$ cat src/rtl/dwc_pkg.sv
package dwc_pkg;
    localparam int DW   = 16;
    localparam int IW   = 4;
    localparam int NREG = 1 << IW;
    localparam int EXTW = 8;

    typedef enum logic [0:0] {
        ST_IDLE   = 1'b0,
        ST_COMMIT = 1'b1
    } ctl_state_t;

    typedef struct packed {
        logic          valid;
        logic [IW-1:0] idx;
        logic [DW-1:0] data;
    } pend_t;
endpackage

$ cat src/rtl/dwc_decode.sv
module dwc_decode
    import dwc_pkg::*;
(
    input  logic [DW-1:0]   word,
    output logic [DW-1:0]   main_field,
    output logic [EXTW-1:0] ext_field,
    output logic            has_ext
);
    localparam int NIB_LO = DW - 4;

    logic [3:0] nib;

    always_comb begin
        nib = word[DW-1:NIB_LO];
        if (nib < 4'd3) begin
            has_ext    = 1'b0;
            main_field = word;
            ext_field  = '0;
        end else if (nib == 4'd3) begin
            has_ext    = 1'b1;
            main_field = {word[DW-1:EXTW-1], {(EXTW-1){1'b0}}};
            ext_field  = {1'b0, word[EXTW-2:0]};
        end else begin
            has_ext    = 1'b1;
            main_field = {word[DW-1:EXTW], {EXTW{1'b0}}};
            ext_field  = word[EXTW-1:0];
        end
    end

    // fields never overlap and together cover the word
    always_comb begin
        if (has_ext) begin
            assert_split_R3: assert (((main_field | {{(DW-EXTW){1'b0}}, ext_field}) == word) &&
                                     ((main_field & {{(DW-EXTW){1'b0}}, ext_field}) == '0))
                else $error("field split mismatch");
        end
    end
endmodule

$ cat src/rtl/dwc_pending.sv
module dwc_pending
    import dwc_pkg::*;
(
    input  logic          clk,
    input  logic          rst,
    input  logic          capture,
    input  logic          clear,
    input  logic          req_ok,
    input  logic [IW-1:0] req_idx,
    input  logic [DW-1:0] req_data,
    output pend_t         pend
);
    always_ff @(posedge clk) begin
        if (rst) begin
            pend <= '0;
        end else if (capture) begin
            pend.valid <= req_ok;
            pend.idx   <= req_idx;
            pend.data  <= req_data;
        end else if (clear) begin
            pend.valid <= 1'b0;
        end
    end

    // an empty buffer never becomes valid without a capture
    assert_no_spurious_fill_R11: assert property (@(posedge clk) disable iff (rst)
        (!capture && !pend.valid) |=> !pend.valid);
endmodule

$ cat src/rtl/dwc_merge.sv
module dwc_merge
    import dwc_pkg::*;
(
    input  logic [NREG-1:0][DW-1:0] rf_q,
    input  pend_t                   pm,
    input  pend_t                   pe,
    input  logic                    override_q,
    output logic [NREG-1:0][DW-1:0] rf_d
);
    for (genvar g = 0; g < NREG; g++) begin : g_reg
        logic m_hit;
        logic e_hit;
        always_comb begin
            m_hit = pm.valid && (pm.idx == IW'(g));
            e_hit = pe.valid && (pe.idx == IW'(g));
            unique case ({m_hit, e_hit})
                2'b11:   rf_d[g] = override_q ? pe.data : (pm.data | pe.data);
                2'b10:   rf_d[g] = pm.data;
                2'b01:   rf_d[g] = pe.data;
                default: rf_d[g] = rf_q[g];
            endcase
        end
    end
endmodule

$ cat src/rtl/dual_write_commit.sv
module dual_write_commit
    import dwc_pkg::*;
#(
    parameter int          PC_IDX   = 15,
    parameter logic [15:0] NOP_MAIN = 16'h8000
) (
    input  logic                 clk,
    input  logic                 rst,
    input  logic                 instr_valid,
    input  logic [DW-1:0]        instr_word,
    input  logic                 ext_override,
    input  logic                 main_we,
    input  logic [IW-1:0]        main_idx,
    input  logic [DW-1:0]        main_data,
    input  logic                 ext_we,
    input  logic [IW-1:0]        ext_idx,
    input  logic [DW-1:0]        ext_data,
    input  logic                 load_we,
    input  logic [IW-1:0]        load_idx,
    input  logic [DW-1:0]        load_data,
    output logic [NREG*DW-1:0]   rf_flat,
    output logic [DW-1:0]        dec_main,
    output logic [EXTW-1:0]      dec_ext,
    output logic                 dec_has_ext
);
    localparam logic [IW-1:0] PC_I = IW'(PC_IDX);

    ctl_state_t              state_q, state_d;
    logic                    commit_en, load_en, capture;
    logic                    main_ok, ext_ok;
    logic                    override_q;
    pend_t                   pend_m, pend_e;
    logic [NREG-1:0][DW-1:0] rf_q, rf_d;

    dwc_decode i_decode (
        .word       (instr_word),
        .main_field (dec_main),
        .ext_field  (dec_ext),
        .has_ext    (dec_has_ext)
    );

    // qualify requests before staging
    always_comb begin
        capture = instr_valid;
        main_ok = main_we && (dec_main != NOP_MAIN);
        ext_ok  = ext_we && dec_has_ext && (ext_idx != PC_I);
    end

    dwc_pending i_pend_main (
        .clk      (clk),
        .rst      (rst),
        .capture  (capture),
        .clear    (commit_en),
        .req_ok   (main_ok),
        .req_idx  (main_idx),
        .req_data (main_data),
        .pend     (pend_m)
    );

    dwc_pending i_pend_ext (
        .clk      (clk),
        .rst      (rst),
        .capture  (capture),
        .clear    (commit_en),
        .req_ok   (ext_ok),
        .req_idx  (ext_idx),
        .req_data (ext_data),
        .pend     (pend_e)
    );

    always_ff @(posedge clk) begin
        if (rst)          override_q <= 1'b0;
        else if (capture) override_q <= ext_override;
    end

    // state register
    always_ff @(posedge clk) begin
        if (rst) state_q <= ST_IDLE;
        else     state_q <= state_d;
    end

    // next state and outputs
    always_comb begin
        state_d   = state_q;
        commit_en = 1'b0;
        load_en   = 1'b0;
        unique case (state_q)
            ST_IDLE: begin
                load_en = load_we;
                if (instr_valid) state_d = ST_COMMIT;
            end
            ST_COMMIT: begin
                commit_en = 1'b1;
                state_d   = instr_valid ? ST_COMMIT : ST_IDLE;
            end
            default: state_d = ST_IDLE;
        endcase
    end

    dwc_merge i_merge (
        .rf_q       (rf_q),
        .pm         (pend_m),
        .pe         (pend_e),
        .override_q (override_q),
        .rf_d       (rf_d)
    );

    always_ff @(posedge clk) begin
        if (rst)            rf_q <= '0;
        else if (commit_en) rf_q <= rf_d;
        else if (load_en)   rf_q[load_idx] <= load_data;
    end

    assign rf_flat = rf_q;

    // ---------------- assertions ----------------
    assert_reset_R1: assert property (@(posedge clk)
        rst |=> (rf_flat == '0) && (state_q == ST_IDLE));

    assert_or_merge_R6: assert property (@(posedge clk) disable iff (rst)
        (state_q == ST_COMMIT && pend_m.valid && pend_e.valid &&
         pend_m.idx == pend_e.idx && !override_q)
        |=> rf_q[$past(pend_m.idx)] == $past(pend_m.data | pend_e.data));

    assert_override_R7: assert property (@(posedge clk) disable iff (rst)
        (state_q == ST_COMMIT && pend_m.valid && pend_e.valid &&
         pend_m.idx == pend_e.idx && override_q)
        |=> rf_q[$past(pend_m.idx)] == $past(pend_e.data));

    assert_pc_guard_R8: assert property (@(posedge clk) disable iff (rst)
        (state_q == ST_COMMIT && !(pend_m.valid && pend_m.idx == PC_I))
        |=> $stable(rf_q[PC_I]));

    assert_idle_hold_R11: assert property (@(posedge clk) disable iff (rst)
        (state_q == ST_IDLE && !load_we) |=> $stable(rf_flat));

    assert_stay_idle_R11: assert property (@(posedge clk) disable iff (rst)
        (state_q == ST_IDLE && !instr_valid) |=> state_q == ST_IDLE);
endmodule

$ cat config.mk
export PLATFORM = sky130hd
export DESIGN_NAME = dual_write_commit
export DESIGN_NICKNAME = d
export VERILOG_FILES = /design/src/rtl/dwc_pkg.sv /design/src/rtl/dwc_decode.sv /design/src/rtl/dwc_pending.sv /design/src/rtl/dwc_merge.sv /design/src/rtl/dual_write_commit.sv
export SDC_FILE = /design/constraint.sdc
export NUM_CORES = 1
export LEC_CHECK = 0
export BUFFER_PORTS_ARGS = -buffer_cell sky130_fd_sc_hd__clkbuf_2
export CAP_MARGIN = 15
export CORE_MARGIN = 2
export CORE_UTILIZATION = 55
export CTS_CLUSTER_SIZE = 12
export DETAILED_ROUTE_END_ITERATION = 16
export PLACE_DENSITY = 0.79
export SYNTH_ARGS = -nofsm -noshare
export SYNTH_HDL_FRONTEND = slang
export SYNTH_SLANG_ARGS = --single-unit
$ cat constraint.sdc
create_clock -name clk -period 3 [get_ports clk]
set_input_delay 0.15 -clock clk [delete_from_list [all_inputs] [get_ports clk]]
set_output_delay 0.15 -clock clk [all_outputs]
set_load 0.05 [all_outputs]
=== After elaboration in Yosys (flattened, before gate mapping) ===
Cells that the tools add are included.

* Output and inout port bits: 281
* Word-level logic and storage cells: 214
* Register bits: 300
* Bits of input ports: 83

* Bitwise operators: 1
* Magnitude comparators: 3
* Muxes and demuxes: 33
* Equal/unequal tests: 97
* Reduce and logical (&&, ||, !) cells: 56

{| class="wikitable"
|+ Operators by type and width
! operator !! number
|-
| $pmux 16 s3 || 16
|-
| $mux 256 || 2
|-
| $bwmux 256 || 1
|-
| $demux 16 s4 || 1
|-
| $eq 2x2->1 const B || 32
|-
| $eq 4x4->1 const B || 16
|-
| $ne 4x1->1 const B || 16
|-
| $logic_and 1x1->1 || 36
|-
| $eq 2x1->1 const B || 16
|-
| $eq 4x3->1 const B || 8
|-
| $mux 16 || 2
|-
| $mux 8 || 4
|-
| $reduce_and 2->1 || 16
|-
| $eq 4x2->1 const B || 5
|-
| $ne 16x16->1 const B || 1
|-
| $or 16x16->16 || 1
|-
| $eq 4x1->1 const B || 2
|-
| $logic_not 4->1 || 2
|-
| $mux 1 || 7
|-
| $lt 4x5->1 const B || 1
|-
| $ge 4x1->1 const B || 1
|-
| $lt 4x2->1 const B || 1
|-
| $ne 4x4->1 const B || 1
|-
| $reduce_bool 2->1 || 2
|}

=== Depth between registers and ports, before layout ===
Gate-level depths: netlist (run 1).

* Word-level depth: 7
* Gate-level depth with buffers: 11

=== Cells and area by module ===
A second synthesis (run 1) with hierarchy kept.

* Cells, all modules: 2447
* Area, all modules: 19831.5 µm²

{| class="wikitable"
|+ Modules (own cells, without submodules)
! module !! times used !! area an instance (µm²) !! cells an instance
|-
| dual_write_commit || 1 || 12019.0 || 1301
|-
| dwc_merge || 1 || 6133.4 || 980
|-
| dwc_pending || 2 || 740.7 || 69
|-
| dwc_decode || 1 || 197.7 || 28
|}

=== Worst setup path after synthesis (run 1) ===
No wires, ideal clock.

* Path type: register to register
* Start: reg i_pend_main.pend[18] in the netlist's numbering
* End: reg rf_q (netlist bit rf_flat[245])
* Clock period less this slack: 2349 ps
* Cell stages (with the launch flop): 10
* Setup slack: 651 ps
* Arrival time: 2204 ps
* Path buffers: 2
* Data required time: 2855 ps
* Cell sequence: dfxtp_1 > clkbuf_1 > nand3_1 > or2_2 > ha_1 > nor2_1 > clkbuf_1 > nor2b_1 > o21ai_0 > a311oi_2

* Cells in the longest elaborated chain, start to end: 5
* Elaborated cells between the ends (all ways): 9

{| class="wikitable"
|+ RTL lines
! item !! RTL line !! source
|-
| from (decl) || dwc_pending.sv:11 || <nowiki>output pend_t pend</nowiki>
|-
| $eq 4x4->1 (*) || dwc_merge.sv:14 || <nowiki>m_hit = pm.valid && (pm.idx == IW'(g));</nowiki>
|-
| $logic_and 1x1->1 (*) || dwc_merge.sv:14 ||
|-
| $eq 2x1->1 or $eq 2x2->1 (tied branches) || dwc_merge.sv:16 || <nowiki>unique case ({m_hit, e_hit})</nowiki>
|-
| $pmux 16 s3 or $ne 4x1->1 (tied branches) || - ||
|-
| $mux 256 or $reduce_and 2->1 (tied branches) || - ||
|-
| to (signal assigned) || dual_write_commit.sv:110 || <nowiki>else if (commit_en) rf_q <= rf_d;</nowiki>
|-
| to (signal, indexed assignment) || dual_write_commit.sv:111 || <nowiki>else if (load_en) rf_q[load_idx] <= load_data;</nowiki>
|-
| to (decl) || dual_write_commit.sv:33 || <nowiki>logic [NREG-1:0][DW-1:0] rf_q, rf_d;</nowiki>
|}

Every way passes the cells marked *; elsewhere a longest branch is shown, timed or not.
A chain may end at the register's enable or synchronous reset.

=== Worst setup path in the final report (run 1) ===
* Start: reg i_pend_main.pend[17] in the netlist's numbering
* End: reg rf_q (netlist bit rf_flat[174])

The elaborated chain is that of the path after synthesis.

==> metrics, run 1 <==
status=completed; placed cells=3,130; placed wire-length estimate=51,900 um; DR WL/cell=25.4 um; Max FO, Critical Path=16; WP data arrival=3330 ps; Max stage delay on crit path=570 ps; Fin. Hold Viols=0; DP Area=21,600 um^2; routed vias=21,400; largest net degree at the start of global routing=98; Tmin final=2900 ps; crit path from=i_pend_main.pend[17]; ANT nets after route=0; Synth Cell Area=19,700 um^2; vias in the first global route=20,100; first-pass GRT wire length=121,000 um; # IOs=364; largest family of logic cells by synthesized area=compound AO/OA/AOI/OAI gates; Vias/cell=6.60; Synth Area in Adders=0.0305; WP data required=3430 ps; clock buffer depth=3; Hold/Removal Path Class=in2reg; layout overhead on the synthesized area=17.7%; # nets final=2,882; Synth area leaders=dfxtp_1 31%, a21boi_0 9.2%, nor2b_1 9.0%, a311oi_1 8.3%, nor2_1 6.1%; Setup Viol. Count Final=0; crit path buf inv count=0; reg2reg setup slack=100 ps; maximum clock frequency=345 MHz; Critical R2R Capture=rf_flat[174]; most frequent cells after synthesis=321 x nor2_1, 300 x dfxtp_1, 284 x nor2b_1, 260 x nand2_1; DRC=0; GP Congestion=0.961; aggregate negative setup slack=0 ps; GRT Total Usage=0.418; worst-case reg-to-reg path depth=7; layout cells sized above 1=0.228; asr flop ratio synth=0; area leader, netlist=dfxtp_1; First-pass DRT Iterations=6; CP delay by family, top=simple AND/OR/NAND/NOR gates; TritonCTS clock tree=yes; Syn Inst Count=2,472; FILL cells=2,897; clock share of power=0.405; Die ar.=37,300 um^2; Sw Share=0.320; multiplexer share of the synthesized area=0.0208; max-cap violation count=0; Final Util=0.655; crit path kind=reg2reg; Syn Area/Cell=7.97 um^2; Syn Nets=2,603; Peak supply drop=381 uV; Starting Density=0.556; final cell count without fillers=3,243; Tcrit/Tclk final=0.967; CP max-delay cell=nor3_1; first-iteration detailed-routing DRC count=2,788; final wirelength=82,500 um; P_leak=0.00883 uW; initial antenna violation count=6; Max H-tree Level=2; most used cell, CP=nand2b_1; r2r startpoint=i_pend_main.pend[17]; post-synth top area share=0.305; Post-CTS Setup Inserts=0; Root Buffer=clkbuf_16; Slew Viols, Final=0; worst setup path endpoint=rf_flat[174]; Most used DFF post-synth=dfxtp_1; later-pin clock latency in the skew report=530 ps; crit path launch type=register; Post-synth EDFFs=0; crit path cell chain=nand2b_1 > nor3_1 > ha_1 > nand2b_1 > a21boi_0 > o21ai_0 > a311oi_2; clk sink count=300; Max Clock Skew=15.5 ps; Die Y=193 um; Clock Pin Slew Worst Setup and Hold Paths=60 ps; Ys Warns=0; Inserted Clock Buffers=36; Psw=3370 uW; Overall Power=10,500 uW; Design Area, Final=23,200 um^2; Cell variety after synth=47; Comb power frac=0.184; Hold Startpoint=load_data[12]; Slew HR=0.228; Synth Area in XOR/XNOR=0; Seq/Total Area, Yosys=0.305; Slew @ Worst Pin=1160 ps; synthesized-area fraction occupied by ao, oa, aoi and oai cells=0.328; register share of total power=0.411; I/O Buffers=363; top-count cell post-synth=nor2_1; Int Power=7160 uW; #FFs+latches synth=300; WP depth=7; Synth Area in Simple Gates=0.241; crit path capture type=register; core area=35,400 um^2; chip width=193 um; Core Rows=69; PD cells=454 nW/um^2; RSZ-0062 raised after global routing=yes; Overflow after GRT=0
cell type report:
cell class / instances / area, um^2 / area share
Inverter: 36 / 135 / 0.00583
Tap cell: 461 / 577 / 0.0249
Clock buffer: 53 / 1070 / 0.0460
Sequential cell: 300 / 6010 / 0.259
Timing Repair Buffer: 513 / 3090 / 0.133
Antenna cell: 5 / 12.5 / 0.000540
Clock inverter: 11 / 66.3 / 0.00286
Multi-Input combinational cell: 1864 / 12200 / 0.527
state kept, by name (all words and copies together), names as in the netlist:
| name | count |
|---|---|
| i_pend_ext.pend | 21 |
| rf_flat | 256 |
| i_pend_main.pend | 21 |
| state_q | 1 |
| override_q | 1 |
what timing repair did:
action	4_1_cts	5_1_grt
endpoints found under the hold margin	43	0
resized for setup	0	0
setup endpoints to repair	0	4
hold buffers	44	0
how the worst min path moves through the flow:
stage | end | depth (start not counted)
floorplan | i_pend_ext.pend[0] | 2
global placement | i_pend_ext.pend[13] | 3
detailed placement | i_pend_main.pend[6] | 3
CTS | rf_flat[236] | 4
global route | rf_flat[236] | 4
finish | rf_flat[236] | 4
cells by family (layout without fill, tap and decap cells):
family / count (synthesis) / after routing
and+or+nand+nor: 979 / 979
AOI/OAI and AO/OA: 796 / 796
buffers and inverters: 308 / 613
DFF: 300 / 300
adders and majority gates: 48 / 48
muxes: 41 / 41
other: 0 / 5
power groups by stage:
stage	sequential [uW]	combinational [uW]	clock (uW)
2_1_floorplan	4530	1000	0
3_3_place_gp	4380	1760	0
5_1_grt	4320	2000	4410
4_1_cts	4300	1860	4270
6_report	4320	1940	4260
3_5_place_dp	4390	1810	0
tightest hold or removal path, cell delays in order:
cell      delay, ps
clkbuf_2        120
nand2_1          70
o32a_1          140
a211oi_1         70
through the flow:
step                setup slack, ps  hold WS (ps)
floorplan                       651           297
global placement                338           384
detailed placement              271           393
CTS                             262          47.7
global route                  -6.19          84.8
finish                         98.2          70.2
cells in the final DEF, fill, tap and decap left out, types with 10 or more instances in the layout:
master	instances
mux2i_1	41
a21boi_0	240
a221o_1	13
nor2_1	321
clkbuf_16	37
nor2b_1	284
nand2_1	260
nor3_1	13
nand2b_1	51
dfxtp_1	299
a311oi_2	68
clkbuf_2	362
and2_1	11
ha_1	48
buf_4	104
o311ai_0	13
o21ai_0	240
nor2_2	10
dlygate4sd3_1	44
inv_1	36
a311oi_1	187
layer usage:
metal,GRT usage,vias up,routed length [um]
li1,-,9285,-
met1,0.519,9891,29200
met2,0.626,1671,34600
met4,0.322,4,7630
met3,0.101,537,10900
met5,0,-,31
(Power assumes the default switching activity.)
==> run 2, diff against run 1 <==
Settings changed: CORE_UTILIZATION 55 to 48, PLACE_DENSITY 0.79 to 0.7.
==> run 2 against run 1 <==
  * Sequential power barely moved
  * Wire length rose by 3.3%
  * Sequential share of layout area fell by 0.20 points
  * Global-route usage fell by 3.1 points
  * Hold slack got worse by 57 ps
  * Clock power rose by 1%
  * Sequential cell count did not move
  * Core utilization fell by 8.0 points
  * Via count fell by 2.3%
  * Combinational power barely moved
  * First-iteration DRC count fell by 6.8%
  * Register-to-register slack improved by 70 ps
  * Critical endpoint is now rf_flat[199]
  * Highest routed layer is now met4
==> metrics, run 2 (synthesized netlist as in run 1, its figures left out) <==
status=completed; GP Congestion=0.979; max-cap violation count=0; Vias/cell=6.30; most common cell after layout, fill and taps aside=clkbuf_2; crit path launch type=register; RSZ-0062 raised after global routing=no; # nets final=2,892; placed cells=3,212; crit path buf inv count=0; Post-CTS Setup Inserts=0; ANT nets after route=0; Tmin final=2840 ps; Peak supply drop=319 uV; Clock Pin Slew Worst Setup and Hold Paths=60 ps; Die ar.=42,700 um^2; Slew Viols, Final=0; WP data arrival=3320 ps; aggregate negative setup slack=0 ps; initial antenna violation count=7; Tcrit/Tclk final=0.945; core area=40,600 um^2; final wirelength=85,200 um; register share of total power=0.406; maximum clock frequency=353 MHz; DR WL/cell=25.7 um; Max Clock Skew=29.1 ps; Die Y=207 um; Root Buffer=clkbuf_16; Slew HR=0.249; first-pass GRT wire length=123,000 um; GRT Total Usage=0.387; final cell count without fillers=3,318; Final Util=0.575; clock share of power=0.408; Inserted Clock Buffers=35; # IOs=364; clk sink count=300; crit path capture type=register; CP delay by family, top=simple AND/OR/NAND/NOR gates; Setup Viol. Count Final=0; Starting Density=0.484; DRC=0; Max FO, Critical Path=16; Comb power frac=0.186; routed vias=20,900; crit path kind=reg2reg; Max H-tree Level=2; largest net degree at the start of global routing=145; most frequent cells in the layout=362 x clkbuf_2, 321 x nor2_1, 299 x dfxtp_1; WP data required=3490 ps; PD cells=453 nW/um^2; Max stage delay on crit path=540 ps; reg2reg setup slack=160 ps; First-pass DRT Iterations=6; clock buffer depth=3; layout overhead on the synthesized area=18.6%; Overflow after GRT=0; layout cells sized above 1=0.229; Fin. Hold Viols=0; Psw=3400 uW; I/O Buffers=363; Overall Power=10,600 uW; Slew @ Worst Pin=1120 ps; Core Rows=74; Sw Share=0.321; max reg flops=256; placed wire-length estimate=54,700 um; CP max-delay cell=nor3_1; first-iteration detailed-routing DRC count=2,599; final setup margin=165 ps; P_leak=0.00888 uW; chip width=207 um; post-place setup slack=281 ps; vias in the first global route=19,200; TritonCTS clock tree=yes; Int Power=7190 uW; Hold/Removal Path Class=in2reg; later-pin clock latency in the skew report=580 ps; crit path cell chain=and2_1 > nand2_1 > nor3_1 > ha_1 > nand2b_1 > a21boi_0 > o21ai_0 > a311oi_1
-- run 2: cell count changes in the layout (fill, tap and decap cells not counted), sizes merged --
| cell | delta |
|---|---|
| clkinv | -5 |
| clkbuf | +1 |
| dlygate4sd3 | -1 |
| inv | -2 |
| diode | -2 |
| buf | +12 |
| bufinv | +1 |
-- run 2: cell type report --
type | count | area (um^2)
Fill cell | 3694 | 17300
Multi-Input combinational cell | 1864 | 12200
Sequential cell | 300 | 6010
Timing Repair Buffer | 524 | 3200
Clock buffer | 54 | 1050
Tap cell | 532 | 666
Inverter | 36 | 135
Clock inverter | 5 | 65.1
Antenna cell | 3 | 7.51
-- run 2: layer usage --
layer | global-route usage | routed length, um | vias to the layer above
li1 | - | - | 9328
met1 | 0.502 | 32600 | 9892
met3 | 0.0746 | 9670 | 327
met5 | 0 | 0 | -
met2 | 0.591 | 37300 | 1356
met4 | 0.248 | 5660 | 0
-- run 2: tightest hold or removal path, delay by kind of cell --
kind / cells / cell delay [ps]
AO/OA/AOI/OAI: 2 / 200
buffers and inverters: 1 / 100
AND/OR/NAND/NOR: 1 / 60
-- run 2: power groups by stage --
stage               Sequential [uW]  Combinational (uW)  Clock (uW)
finish                         4300                1970        4320
global route                   4300                2050        4480
CTS                            4290                1910        4300
detailed placement             4370                1860           0
global placement               4370                1830           0
floorplan                      4530                1000           0
-- run 2: final timing paths --
path                                endpoint                 start  depth (start not counted)
worst max-delay path            rf_flat[199]  i_pend_main.pend[20]                          8
worst min-delay path            rf_flat[236]         load_data[12]                          4
worst max register to register  rf_flat[199]  i_pend_main.pend[20]                          8
worst min register to register  rf_flat[154]          rf_flat[154]                          2
-- run 2: per-stage QoR --
stage	hold WS (ps)	instance area (um^2)
6_report	13.4	23400
5_1_grt	64.7	23400
4_1_cts	9.85	23300
3_5_place_dp	394	21800
3_3_place_gp	389	21800
2_1_floorplan	297	19700
-- run 2: repair_timing --
item | in CTS | in global routing
hold endpoints to repair | 43 | 0
hold buffers | 43 | 0
setup endpoints to repair | 0 | 1
gates resized for setup | 0 | 1
